[src/rtl/bmu_pkg.sv]
package bmu_pkg;
  typedef enum logic [1:0] {
    BOP_TEST = 2'b00,
    BOP_CHG  = 2'b01,
    BOP_CLR  = 2'b10,
    BOP_SET  = 2'b11
  } bop_e;

  localparam int unsigned FLAG_W = 5;
  localparam int unsigned Z_POS  = 2;
endpackage

[src/rtl/bmu_bit_index.sv]
module bmu_bit_index #(
  parameter int unsigned DATA_W = 32,
  parameter int unsigned BYTE_W = 8,
  parameter int unsigned NUM_W  = 32
) (
  input  logic [NUM_W-1:0]  bit_num_i,
  input  logic              byte_mode_i,
  output logic [DATA_W-1:0] mask_o
);
  localparam int unsigned REG_IDX_W  = $clog2(DATA_W);
  localparam int unsigned BYTE_IDX_W = $clog2(BYTE_W);

  logic [REG_IDX_W-1:0] idx;

  // wrap to operand width
  always_comb begin
    if (byte_mode_i) idx = REG_IDX_W'(bit_num_i[BYTE_IDX_W-1:0]);
    else             idx = bit_num_i[REG_IDX_W-1:0];
  end

  for (genvar g = 0; g < DATA_W; g++) begin : g_dec
    assign mask_o[g] = (idx == REG_IDX_W'(g));
  end
endmodule

[src/rtl/bmu_bit_alu.sv]
module bmu_bit_alu
  import bmu_pkg::*;
#(
  parameter int unsigned DATA_W = 32,
  parameter int unsigned BYTE_W = 8
) (
  input  bop_e              op_i,
  input  logic              byte_mode_i,
  input  logic [DATA_W-1:0] operand_i,
  input  logic [DATA_W-1:0] mask_i,
  input  logic [FLAG_W-1:0] flags_i,
  output logic [DATA_W-1:0] result_o,
  output logic              wr_en_o,
  output logic [FLAG_W-1:0] flags_o
);
  localparam logic [DATA_W-1:0] BYTE_KEEP = DATA_W'({BYTE_W{1'b1}});

  logic [DATA_W-1:0] base;
  logic              old_bit;

  assign base    = byte_mode_i ? (operand_i & BYTE_KEEP) : operand_i;
  assign old_bit = |(base & mask_i);

  always_comb begin
    result_o = base;
    wr_en_o  = 1'b1;
    unique case (op_i)
      BOP_TEST: wr_en_o  = 1'b0;
      BOP_CHG:  result_o = base ^ mask_i;
      BOP_CLR:  result_o = base & ~mask_i;
      BOP_SET:  result_o = base | mask_i;
      default:  wr_en_o  = 1'b0;
    endcase
  end

  always_comb begin
    flags_o        = flags_i;
    flags_o[Z_POS] = ~old_bit;
  end
endmodule

[src/rtl/bmu_out_reg.sv]
module bmu_out_reg
  import bmu_pkg::*;
#(
  parameter int unsigned DATA_W = 32
) (
  input  logic              clk_i,
  input  logic              rst_ni,
  input  logic              in_valid_i,
  output logic              in_ready_o,
  input  logic [DATA_W-1:0] result_i,
  input  logic              wr_en_i,
  input  logic [FLAG_W-1:0] flags_i,
  output logic              out_valid_o,
  input  logic              out_ready_i,
  output logic [DATA_W-1:0] result_o,
  output logic              wr_en_o,
  output logic [FLAG_W-1:0] flags_o
);
  logic accept;

  assign in_ready_o = ~out_valid_o | out_ready_i;
  assign accept     = in_valid_i & in_ready_o;

  always_ff @(posedge clk_i or negedge rst_ni) begin
    if (!rst_ni) begin
      out_valid_o <= 1'b0;
    end else if (in_ready_o) begin
      out_valid_o <= in_valid_i;
    end
  end

  always_ff @(posedge clk_i or negedge rst_ni) begin
    if (!rst_ni) begin
      result_o <= '0;
      wr_en_o  <= 1'b0;
      flags_o  <= '0;
    end else if (accept) begin
      result_o <= result_i;
      wr_en_o  <= wr_en_i;
      flags_o  <= flags_i;
    end
  end


  accept_to_valid_chk: assert property (@(posedge clk_i) disable iff (!rst_ni)
    accept |=> out_valid_o);


  stall_hold_chk: assert property (@(posedge clk_i) disable iff (!rst_ni)
    (out_valid_o && !out_ready_i) |=> (out_valid_o && $stable(result_o)
                                       && $stable(wr_en_o) && $stable(flags_o)));


  stall_not_ready_chk: assert property (@(posedge clk_i) disable iff (!rst_ni)
    (out_valid_o && !out_ready_i) |-> !in_ready_o);
endmodule

[src/rtl/bit_modify_unit.sv]
module bit_modify_unit
  import bmu_pkg::*;
#(
  parameter int unsigned DATA_W = 32,
  parameter int unsigned BYTE_W = 8,
  parameter int unsigned NUM_W  = 32
) (
  input  logic              clk_i,
  input  logic              rst_ni,
  input  logic              in_valid_i,
  output logic              in_ready_o,
  input  logic [1:0]        op_i,
  input  logic              byte_mode_i,
  input  logic [NUM_W-1:0]  bit_num_i,
  input  logic [DATA_W-1:0] operand_i,
  input  logic [4:0]        flags_i,
  output logic              out_valid_o,
  input  logic              out_ready_i,
  output logic [DATA_W-1:0] result_o,
  output logic              wr_en_o,
  output logic [4:0]        flags_o
);
  localparam int unsigned REG_IDX_W = $clog2(DATA_W);

  logic [DATA_W-1:0] mask;
  logic [DATA_W-1:0] alu_result;
  logic              alu_wr_en;
  logic [FLAG_W-1:0] alu_flags;
  bop_e              op;

  assign op = bop_e'(op_i);

  bmu_bit_index #(.DATA_W(DATA_W), .BYTE_W(BYTE_W), .NUM_W(NUM_W)) u_index (
    .bit_num_i   (bit_num_i),
    .byte_mode_i (byte_mode_i),
    .mask_o      (mask)
  );

  bmu_bit_alu #(.DATA_W(DATA_W), .BYTE_W(BYTE_W)) u_alu (
    .op_i        (op),
    .byte_mode_i (byte_mode_i),
    .operand_i   (operand_i),
    .mask_i      (mask),
    .flags_i     (flags_i),
    .result_o    (alu_result),
    .wr_en_o     (alu_wr_en),
    .flags_o     (alu_flags)
  );

  bmu_out_reg #(.DATA_W(DATA_W)) u_out (
    .clk_i       (clk_i),
    .rst_ni      (rst_ni),
    .in_valid_i  (in_valid_i),
    .in_ready_o  (in_ready_o),
    .result_i    (alu_result),
    .wr_en_i     (alu_wr_en),
    .flags_i     (alu_flags),
    .out_valid_o (out_valid_o),
    .out_ready_i (out_ready_i),
    .result_o    (result_o),
    .wr_en_o     (wr_en_o),
    .flags_o     (flags_o)
  );

  logic accept;
  assign accept = in_valid_i & in_ready_o;


  test_no_write_chk: assert property (@(posedge clk_i) disable iff (!rst_ni)
    (accept && op_i == 2'b00) |=> (!wr_en_o));


  test_unchanged_chk: assert property (@(posedge clk_i) disable iff (!rst_ni)
    (accept && op_i == 2'b00 && !byte_mode_i) |=> (result_o == $past(operand_i)));


  reg_z_chk: assert property (@(posedge clk_i) disable iff (!rst_ni)
    (accept && !byte_mode_i) |=>
      (flags_o[Z_POS] == !$past(operand_i[bit_num_i[REG_IDX_W-1:0]])));


  byte_upper_zero_chk: assert property (@(posedge clk_i) disable iff (!rst_ni)
    (accept && byte_mode_i) |=> (result_o[DATA_W-1:BYTE_W] == '0));


  flags_pass_chk: assert property (@(posedge clk_i) disable iff (!rst_ni)
    accept |=> ((flags_o & ~(5'b1 << Z_POS)) == $past(flags_i & ~(5'b1 << Z_POS))));


  reset_idle_chk: assert property (@(posedge clk_i)
    !rst_ni |-> (!out_valid_o && in_ready_o));
endmodule

[config.mk]
export PLATFORM = sky130hd
export DESIGN_NAME = bit_modify_unit
export DESIGN_NICKNAME = d
export VERILOG_FILES = /design/src/rtl/bmu_pkg.sv /design/src/rtl/bmu_bit_index.sv /design/src/rtl/bmu_bit_alu.sv /design/src/rtl/bmu_out_reg.sv /design/src/rtl/bit_modify_unit.sv
export SDC_FILE = /design/constraint.sdc
export NUM_CORES = 1
export LEC_CHECK = 0
export BUFFER_PORTS_ARGS = -buffer_cell sky130_fd_sc_hd__buf_2
export CORE_MARGIN = 4
export CORE_UTILIZATION = 47
export CTS_CLUSTER_DIAMETER = 50
export DETAILED_ROUTE_END_ITERATION = 8
export HOLD_SLACK_MARGIN = 0.12
export MAX_ROUTING_LAYER = met4
export PLACE_DENSITY = 0.81
export SLEW_MARGIN = 10
export SYNTH_ARGS = -nofsm -noshare
export SYNTH_HDL_FRONTEND = slang
export SYNTH_HIERARCHICAL = 1
export SYNTH_SLANG_ARGS = --single-unit
[constraint.sdc]
create_clock -name clk_i -period 1.25 [get_ports clk_i]
set_input_delay 0.125 -clock clk_i [delete_from_list [all_inputs] [get_ports clk_i]]
set_output_delay 0.125 -clock clk_i [all_outputs]
set_load 0.05 [all_outputs]
Word-level counts from Yosys, hierarchy flattened. Index checks and enable logic that the tools add are counted. W data, S select, Z words.

Register bits after elaboration: 39. Word-level logic and storage cells: 54.

Eq/ne operators: 34. Mux-type cells: 4. Bitwise logic cells: 9. Reductions and logical operators: 3.

Operators by type and width (count): $pmux W32 S3 (1); $eq A5 B5 Y1 const B (16); $and A32 B32 Y32 (2); $eq A5 B4 Y1 const B (8); $mux W32 (1); $not A32 Y32 (1); $or A32 B32 Y32 (1); $reduce_or A32 Y1 (1); $xor A32 B32 Y32 (1); $eq A5 B3 Y1 const B (4); $eq A5 B2 Y1 const B (2); $eq A5 B1 Y1 const B (1); $logic_not A5 Y1 (1); $mux W5 (1); $eq A2 B2 Y1 const B (2); $eq A2 B1 Y1 const B (1); $logic_not A2 Y1 (1); $not A1 Y1 (2); $and A1 B1 Y1 (1); $mux W1 (1); $or A1 B1 Y1 (1).

Longest topological paths before layout. Gate-level depths: netlist (run 1).

Word-level depth: 5. Mapped depth: 9.

Cells and area by module. Netlist (run 1), hierarchy kept.

By module, submodules not included: bmu_bit_alu (times used 1, cells an instance 267, area each 1919.3 µm²); bmu_out_reg (times used 1, cells an instance 84, area each 1551.5 µm²); bmu_bit_index (times used 1, cells an instance 48, area each 254.0 µm²).

Worst setup path after synthesis (run 1). No wires, ideal clock.

Kind: input to register. Start: input port bit_num_i[0]. End: register u_out.result_o[4]. Library setup time: 0.125 ns. Data arrival time: 1.839 ns. Required time: 1.125 ns. Slack: -0.714 ns. Stages on the path: 7. Path buffers: 1. Path through: or2_2 > clkbuf_1 > nor3b_1 > inv_1 > ha_1 > mux4_2 > mux2_2.

Longest elaborated chain between the ends: 5.

Ends and longest elaborated chain: start, declared (line bit_modify_unit.sv:14) `input logic [NUM_W-1:0] bit_num_i,`; $mux W5 * (line bmu_bit_index.sv:17) `if (byte_mode_i) idx = REG_IDX_W'(bit_num_i[BYTE_IDX_W-1:0]);`; $eq A5 B3 Y1 * (line bmu_bit_index.sv:22) `assign mask_o[g] = (idx == REG_IDX_W'(g));`; via mask[4] (line bit_modify_unit.sv:25) `logic [DATA_W-1:0] mask;`; $not A32 Y32 (line bmu_bit_alu.sv:30) `BOP_CLR: result_o = base & ~mask_i;`; $and A32 B32 Y32 (line bmu_bit_alu.sv:30); $pmux W32 S3 * (line bmu_bit_alu.sv:27) `unique case (op_i)`; via alu_result[4] (line bit_modify_unit.sv:26) `logic [DATA_W-1:0] alu_result;`; end signal, assigned (line bmu_out_reg.sv:38) `result_o <= result_i;`; end, declared (line bmu_out_reg.sv:15) `output logic [DATA_W-1:0] result_o,`.

The timed path passes the listed nets; every way through them passes the cells marked *. A chain may end at the register's enable or synchronous reset.

Worst setup path after layout (run 1).
Start: input port bit_num_i[1]. End: register u_out.flags_o[2].

Longest elaborated chain between the ends: 5.

Ends and longest elaborated chain: $mux W5 (line bmu_bit_index.sv:17); $eq A5 B5 Y1 (line bmu_bit_index.sv:22); via mask[30] (line bit_modify_unit.sv:25); $and A32 B32 Y32 (line bmu_bit_alu.sv:22) `assign old_bit = |(base & mask_i);`; $reduce_or A32 Y1 (line bmu_bit_alu.sv:22); $not A1 Y1 (line bmu_bit_alu.sv:38) `flags_o[Z_POS] = ~old_bit;`; via alu_flags[2] (line bit_modify_unit.sv:28) `logic [FLAG_W-1:0] alu_flags;`; end signal, assigned (line bmu_out_reg.sv:40) `flags_o <= flags_i;`; end, declared (line bmu_out_reg.sv:17) `output logic [FLAG_W-1:0] flags_o`.

The timed path passes the listed nets, and every way through them passes these cells.

==> impl_metrics.ini, run 1 <==
[placed_design]
hpwl_mm = 7.90
place_area_mm2 = 0.00470
place.port_buffers = 87
place_congestion = 0.919

[clock_tree]
clockBufferDepth = 2
h-tree-depth = 2
numClockSinks = 39
cts_tree = built
cts-root-buf = clkbuf_8
cts_inserted_buffers = 5
clk_pin_slew_ns = 0.09
clk_latency_ns = 0.31

[routing]
ant_nets = 0
dr_wl_met3_mm = 1.70
wl_mm = 18.0
routed_via_density = 6.49
drtIter0Drc = 384
top_layer_used = met4
wl_met2_mm = 8.26
dr_total_vias = 4389
drt-met1-wl_mm = 6.52
wire_per_inst_um = 26.7
drc_errors = 0
drt_first_pass_iters = 6

[finish]
stdcell_area_mm2 = 0.00647
final_common_cell = buf_2
areaGrowthSynthToFinish_pct = 73.6
drive_gt1_share_pct = 75.3
final_cell_mix = buf_2 (81), buf_4 (72), dfrtp_1 (38), mux2_4 (34), nor2_4 (33)
layout.nets = 697
diodes = 0

[power_and_ir_drop]
powerDensity_mw_per_mm2 = 903
combPwrFrac_pct = 52.2
p_int_mw = 3.27
leakagePower_nw = 2.85
p_sw_share_pct = 44.1
pwr-share-clk_pct = 19.6
power_mw = 5.84
p_sw_mw = 2.57
ir_drop_mv = 0.610
p_seq_share_pct = 28.2

[global_routing]
track_usage_pct = 31.0
grt_max_degree = 33
grt_overflow = 0
grt_pass1_vias = 4260
grt_pass1_wl_mm = 22.8
antenna_found_initial = 0

[run]
cap_violations = 0

[synth]
async_reset_ff_share_pct = 100
syn_nets = 523
syn-cell-area_mm2 = 0.00372
synth.avg_cell_area_um2 = 9.34
synth_top_cell_by_area = dfrtp_1
synth-edff-count = 0
yosysTopAreaCellShare_pct = 26.2
yosysWarnings = 6
synth.area.top_cells = dfrtp_1 (26%), ha_1 (16%), mux2_4 (8.1%)
ys.flop_type = dfrtp_1
ys_seq_elements = 39
ys_seq_area_share_pct = 26.2
synthCells = 399
synth.distinct_cells = 34

[sta]
slew_headroom_pct = 50.5
fmax_mhz = 501
final.min_clock_period_ns = 2.00
setup_violations = 33
tightest_slew_ns = 0.743
hold-worst-slack_ns = 0.291
period_share_pct = 160
slew_viol_final = 0
fin_ws_ns = -0.748
fin_tns_setup_ns = -11.23
skew_ns = 0.00679
rsz0062_at_grt = yes
hold_viol = 0

[critical_path]
critPathSlowestCell = a221oi_1
cp-end-kind = register
critPathLaunchType = primary input
worstPathArrival_ns = 2.25
cpMostUsedCell = buf_4
crit_type = primary input to register
crit_chain = buf_8 > buf_4 > nand2b_4 > buf_4 > nor2_4 > a22o_1 > a221oi_1 > nand4_1 > o21ai_1 > mux2_4
crit_required_ns = 1.50
path_max_fanout = 6
max_stage_delay_ns = 0.60

[floorplanning]
core-area_mm2 = 0.00773
initial_core_util_pct = 48.2
num_rows = 32
dieHeight_um = 97.0
chipWidth_um = 97.0
ios = 116
die_area_mm2 = 0.00941

[run_status]
outcome = finished, violations left
violations = setup timing

[worst_hold_path]
min_path_type = primary input to asynchronous set/reset pin
## Yosys cell counts, types with 4 or more instances
| cell type | instances |
|---|---|
| nand2b_1 | 28 |
| o21ai_0 | 14 |
| buf_4 | 8 |
| inv_1 | 48 |
| ha_1 | 48 |
| mux2_4 | 20 |
| o21ai_1 | 11 |
| nor3b_1 | 4 |
| nand2_1 | 26 |
| mux2_2 | 18 |
| mux4_2 | 8 |
| a221oi_1 | 27 |
| a22o_1 | 5 |
| dfrtp_1 | 39 |
| nor2_1 | 49 |
| buf_2 | 6 |
| nor3_1 | 4 |
| clkbuf_1 | 11 |
## power groups by stage
stage / registers (mW) / logic (mW) / clock network, mW
after floorplan: 2.47 / 0.875 / 0
after global placement: 1.63 / 2.27 / 0
after detailed placement: 1.64 / 2.33 / 0
after CTS: 1.62 / 2.65 / 1.14
after global routing: 1.67 / 3.14 / 1.18
final: 1.65 / 3.05 / 1.15
## what timing repair did
action | 4_1_cts | 5_1_grt
buffers inserted | 28 | 21
cloned | 2 | 1
resized for setup | 173 | 109
endpoints found under the hold margin | 38 | 0
hold buffers | 7 | 0
pin swaps | 81 | 52
setup endpoints to repair | 33 | 35
## per-layer routing
layer	track usage, %	vias to the layer above
met4	15.7	0
met2	50.8	386
met3	5.77	152
met1	36.3	2099
li1	-	1752
met5	-	-
## cells by family (layout without fill, tap and decap cells)
logic type	Yosys count	count (layout)	share of synthesized area (%)
AOI/OAI and AO/OA	62	62	12.4
adders and majority gates	48	48	16.1
buffers and inverters	79	254	9.98
DFF	39	39	26.2
muxes	46	46	18.3
and+or+nand+nor	125	125	17.0
## per-stage QoR
step	utilization, %	setup WS [ns]	cells
final	83.7	-0.748	676
after detailed placement	60.8	-0.847	614
after CTS	75.9	-0.425	658
after global placement	60.8	-0.752	614
after global routing	83.7	-0.723	676
after floorplan	-	-0.615	399
## worst max-delay path: cells and delay by family
kind / cells / cell delay [ns]
AOI/OAI and AO/OA: 3 / 1.03
buffers and inverters: 3 / 0.48
muxes: 1 / 0.17
and+or+nand+nor: 3 / 0.43
## state kept, by name, indices dropped and copies added, names as in the netlist
signal / flops
u_out/result_o: 32
u_out/flags_o: 5
u_out/out_valid_o: 1
u_out/wr_en_o: 1
## final timing paths
kind	startpoint	to	slack, ns	cells after the start
hold reg to reg	u_out/flags_o[4]	u_out/flags_o[4]	0.51	1
setup / recovery	bit_num_i[1]	u_out/flags_o[2]	-0.75	10
setup reg to reg	u_out/out_valid_o	u_out/result_o[13]	0.01	4
hold / removal	rst_ni	u_out/result_o[17]	0.29	2
min in group clk_i	operand_i[4]	u_out/result_o[4]	0.33	3
max in group asynchronous	rst_ni	u_out/out_valid_o	0.45	3
## layout make-up
class	count	area (um^2)
repair buffers	197	1580
multi-input cells	281	3490
clock buffers	5	68.8
inverters	49	184
fillers	349	1260
flip-flops and latches	39	977
clock inverters	3	43.8
well taps	102	128
No activity file was read; power rests on OpenSTA's default activity.
==> run 2: changes to the inputs <==
--- a/config.mk
+++ b/config.mk
@@ -9,10 +9,12 @@
 export CORE_MARGIN = 4
 export CORE_UTILIZATION = 47
 export CTS_CLUSTER_DIAMETER = 50
+export CTS_CLUSTER_SIZE = 12
 export DETAILED_ROUTE_END_ITERATION = 8
-export HOLD_SLACK_MARGIN = 0.12
+export HOLD_SLACK_MARGIN = 0.1
 export MAX_ROUTING_LAYER = met4
 export PLACE_DENSITY = 0.81
+export SETUP_SLACK_MARGIN = 0.05
 export SLEW_MARGIN = 10
 export SYNTH_ARGS = -nofsm -noshare
 export SYNTH_HDL_FRONTEND = slang
==> impl_metrics.ini, run 2 (synthesis gave the netlist of run 1 again) <==
[critical_path]
r2r_end = u_out/result_o[6]
ff2ff_setup_slack_ns = -0.12
critical_path_cell_count = 10
cp-end-kind = register
r2r_cells = 4
worstPathArrival_ns = 2.25
critPathLaunchType = primary input
critPathSlowestCell = a221oi_1
worst-path-buf-inv = 3
max_stage_delay_ns = 0.60
critical-path-top-delay-family = compound AO/OA/AOI/OAI gates
path_max_fanout = 6
crit_required_ns = 1.49
cpMostUsedCell = buf_6
r2r_start = u_out/out_valid_o
crit_chain = buf_6 > buf_4 > nand2_2 > buf_6 > nor2_4 > a22o_1 > a221oi_1 > nand4_1 > o21ai_1 > mux2_4
crit_type = primary input to register

[routing]
routed_via_density = 6.42
drt_first_pass_iters = 5
drc_errors = 0
drtIter0Drc = 283
wl_mm = 18.2
ant_nets = 0
dr_total_vias = 4343
wire_per_inst_um = 27.0

[floorplanning]
initial_core_util_pct = 48.2
core-area_mm2 = 0.00773
dieHeight_um = 97.0
num_rows = 32
die_area_mm2 = 0.00941
chipWidth_um = 97.0
ios = 116

[clock_tree]
numClockSinks = 39
clk_latency_ns = 0.30
h-tree-depth = 2
clockBufferDepth = 2
clk_pin_slew_ns = 0.09
cts-root-buf = clkbuf_8
cts_inserted_buffers = 5
cts_tree = built

[placed_design]
dp_slack_ns = -0.847
place.port_buffers = 87
hpwl_mm = 7.90
place_congestion = 0.919

[finish]
final_cell_mix = buf_2 (80), buf_4 (74), dfrtp_1 (38), mux2_4 (34), nor2_4 (29)
diodes = 0
drive_gt1_share_pct = 75.4
final_common_cell = buf_2
areaGrowthSynthToFinish_pct = 74.3
layout.nets = 697
largest_reg_flops = 32
reg.largest.list = u_out/result_o (32), u_out/flags_o (5)
fill_cells = 351
largest_register = u_out/result_o

[run_status]
violations = setup timing
outcome = finished, violations left

[sta]
tightest_slew_ns = 0.746
fin_ws_ns = -0.754
slew_headroom_pct = 50.3
setup_violations = 33
period_share_pct = 160
skew_ns = 0.00780
hold_viol = 0
final.min_clock_period_ns = 2.00
hold-worst-slack_ns = 0.111
rsz0062_at_grt = yes
fmax_mhz = 499
slew_viol_final = 0

[global_routing]
grt_pass1_vias = 4276
grt_overflow = 0
grt_max_degree = 33
grt_pass1_wl_mm = 22.8
antenna_found_initial = 0
track_usage_pct = 31.3

[worst_hold_path]
min_delay_path_depth = 2
min_path_type = primary input to register
holdPathEnd = u_out/out_valid_o
min_from = in_valid_i

[power_and_ir_drop]
powerDensity_mw_per_mm2 = 900
ir_drop_mv = 0.534
leakagePower_nw = 2.88

[run]
cap_violations = 0
==> run 2: cell type report <==
type / instances / area (um^2) / share of cell area (%)
well taps: 102 / 128 / 1.97
clock buffers: 5 / 68.8 / 1.06
inverters: 49 / 186 / 2.87
repair buffers: 197 / 1640 / 25.2
multi-input cells: 281 / 3450 / 53.1
clock inverters: 3 / 43.8 / 0.674
flip-flops and latches: 39 / 977 / 15.0
==> run 2: what timing repair did <==
| action | 4_1_cts | 5_1_grt |
|---|---|---|
| gates resized for setup | 177 | 97 |
| hold buffers | 5 | 0 |
| gates cloned | 4 | 1 |
| endpoints found under the setup margin | 38 | 39 |
| endpoints found under the hold margin | 19 | 0 |
| setup buffers | 29 | 19 |
| pin swaps | 81 | 51 |
==> run 2: metrics by stage <==
step	util, %	power, mW	instances	setup TNS [ns]	instance area [um^2]
after floorplan	-	3.35	399	-13.19	3880
after global placement	60.8	3.91	614	-19.80	4700
after detailed placement	60.8	3.98	614	-21.81	4700
after CTS	76.7	5.45	659	-7.37	5930
after global routing	84.0	6.03	676	-12.04	6490
final	84.0	5.85	676	-11.27	6490
==> run 2: worst max path at each step <==
stage | startpoint | to | slack [ns]
6_report | bit_num_i[0] | u_out/flags_o[2] | -0.75
5_1_grt | bit_num_i[0] | u_out/flags_o[2] | -0.81
4_1_cts | bit_num_i[3] | u_out/result_o[5] | -0.42
3_5_place_dp | byte_mode_i | u_out/flags_o[2] | -0.85
3_3_place_gp | byte_mode_i | u_out/flags_o[2] | -0.75
2_1_floorplan | bit_num_i[0] | u_out/result_o[4] | -0.62
==> run 2: report_power, final <==
group	total (mW)	internal [mW]	switching [mW]
clock network	1.13	0.596	0.532
registers	1.65	1.50	0.150
logic	3.07	1.20	1.87
==> run 2: worst reg2reg max path, cell delays in order, from the launching register on <==
cell	delay, ns
dfrtp_2	0.43
nand2b_4	0.11
nand2_8	0.11
bufbuf_16	0.31
mux2_4	0.31
==> run 2: layer usage <==
layer | routed length, um | track usage (%) | up-vias | part of all wire (%)
met5 | 0 | - | - | 0
met4 | 1510 | 19.4 | 0 | 8.3
met3 | 1700 | 5.84 | 139 | 9.3
met2 | 8430 | 51.5 | 371 | 46
met1 | 6580 | 35.1 | 2086 | 36
li1 | - | - | 1747 | -
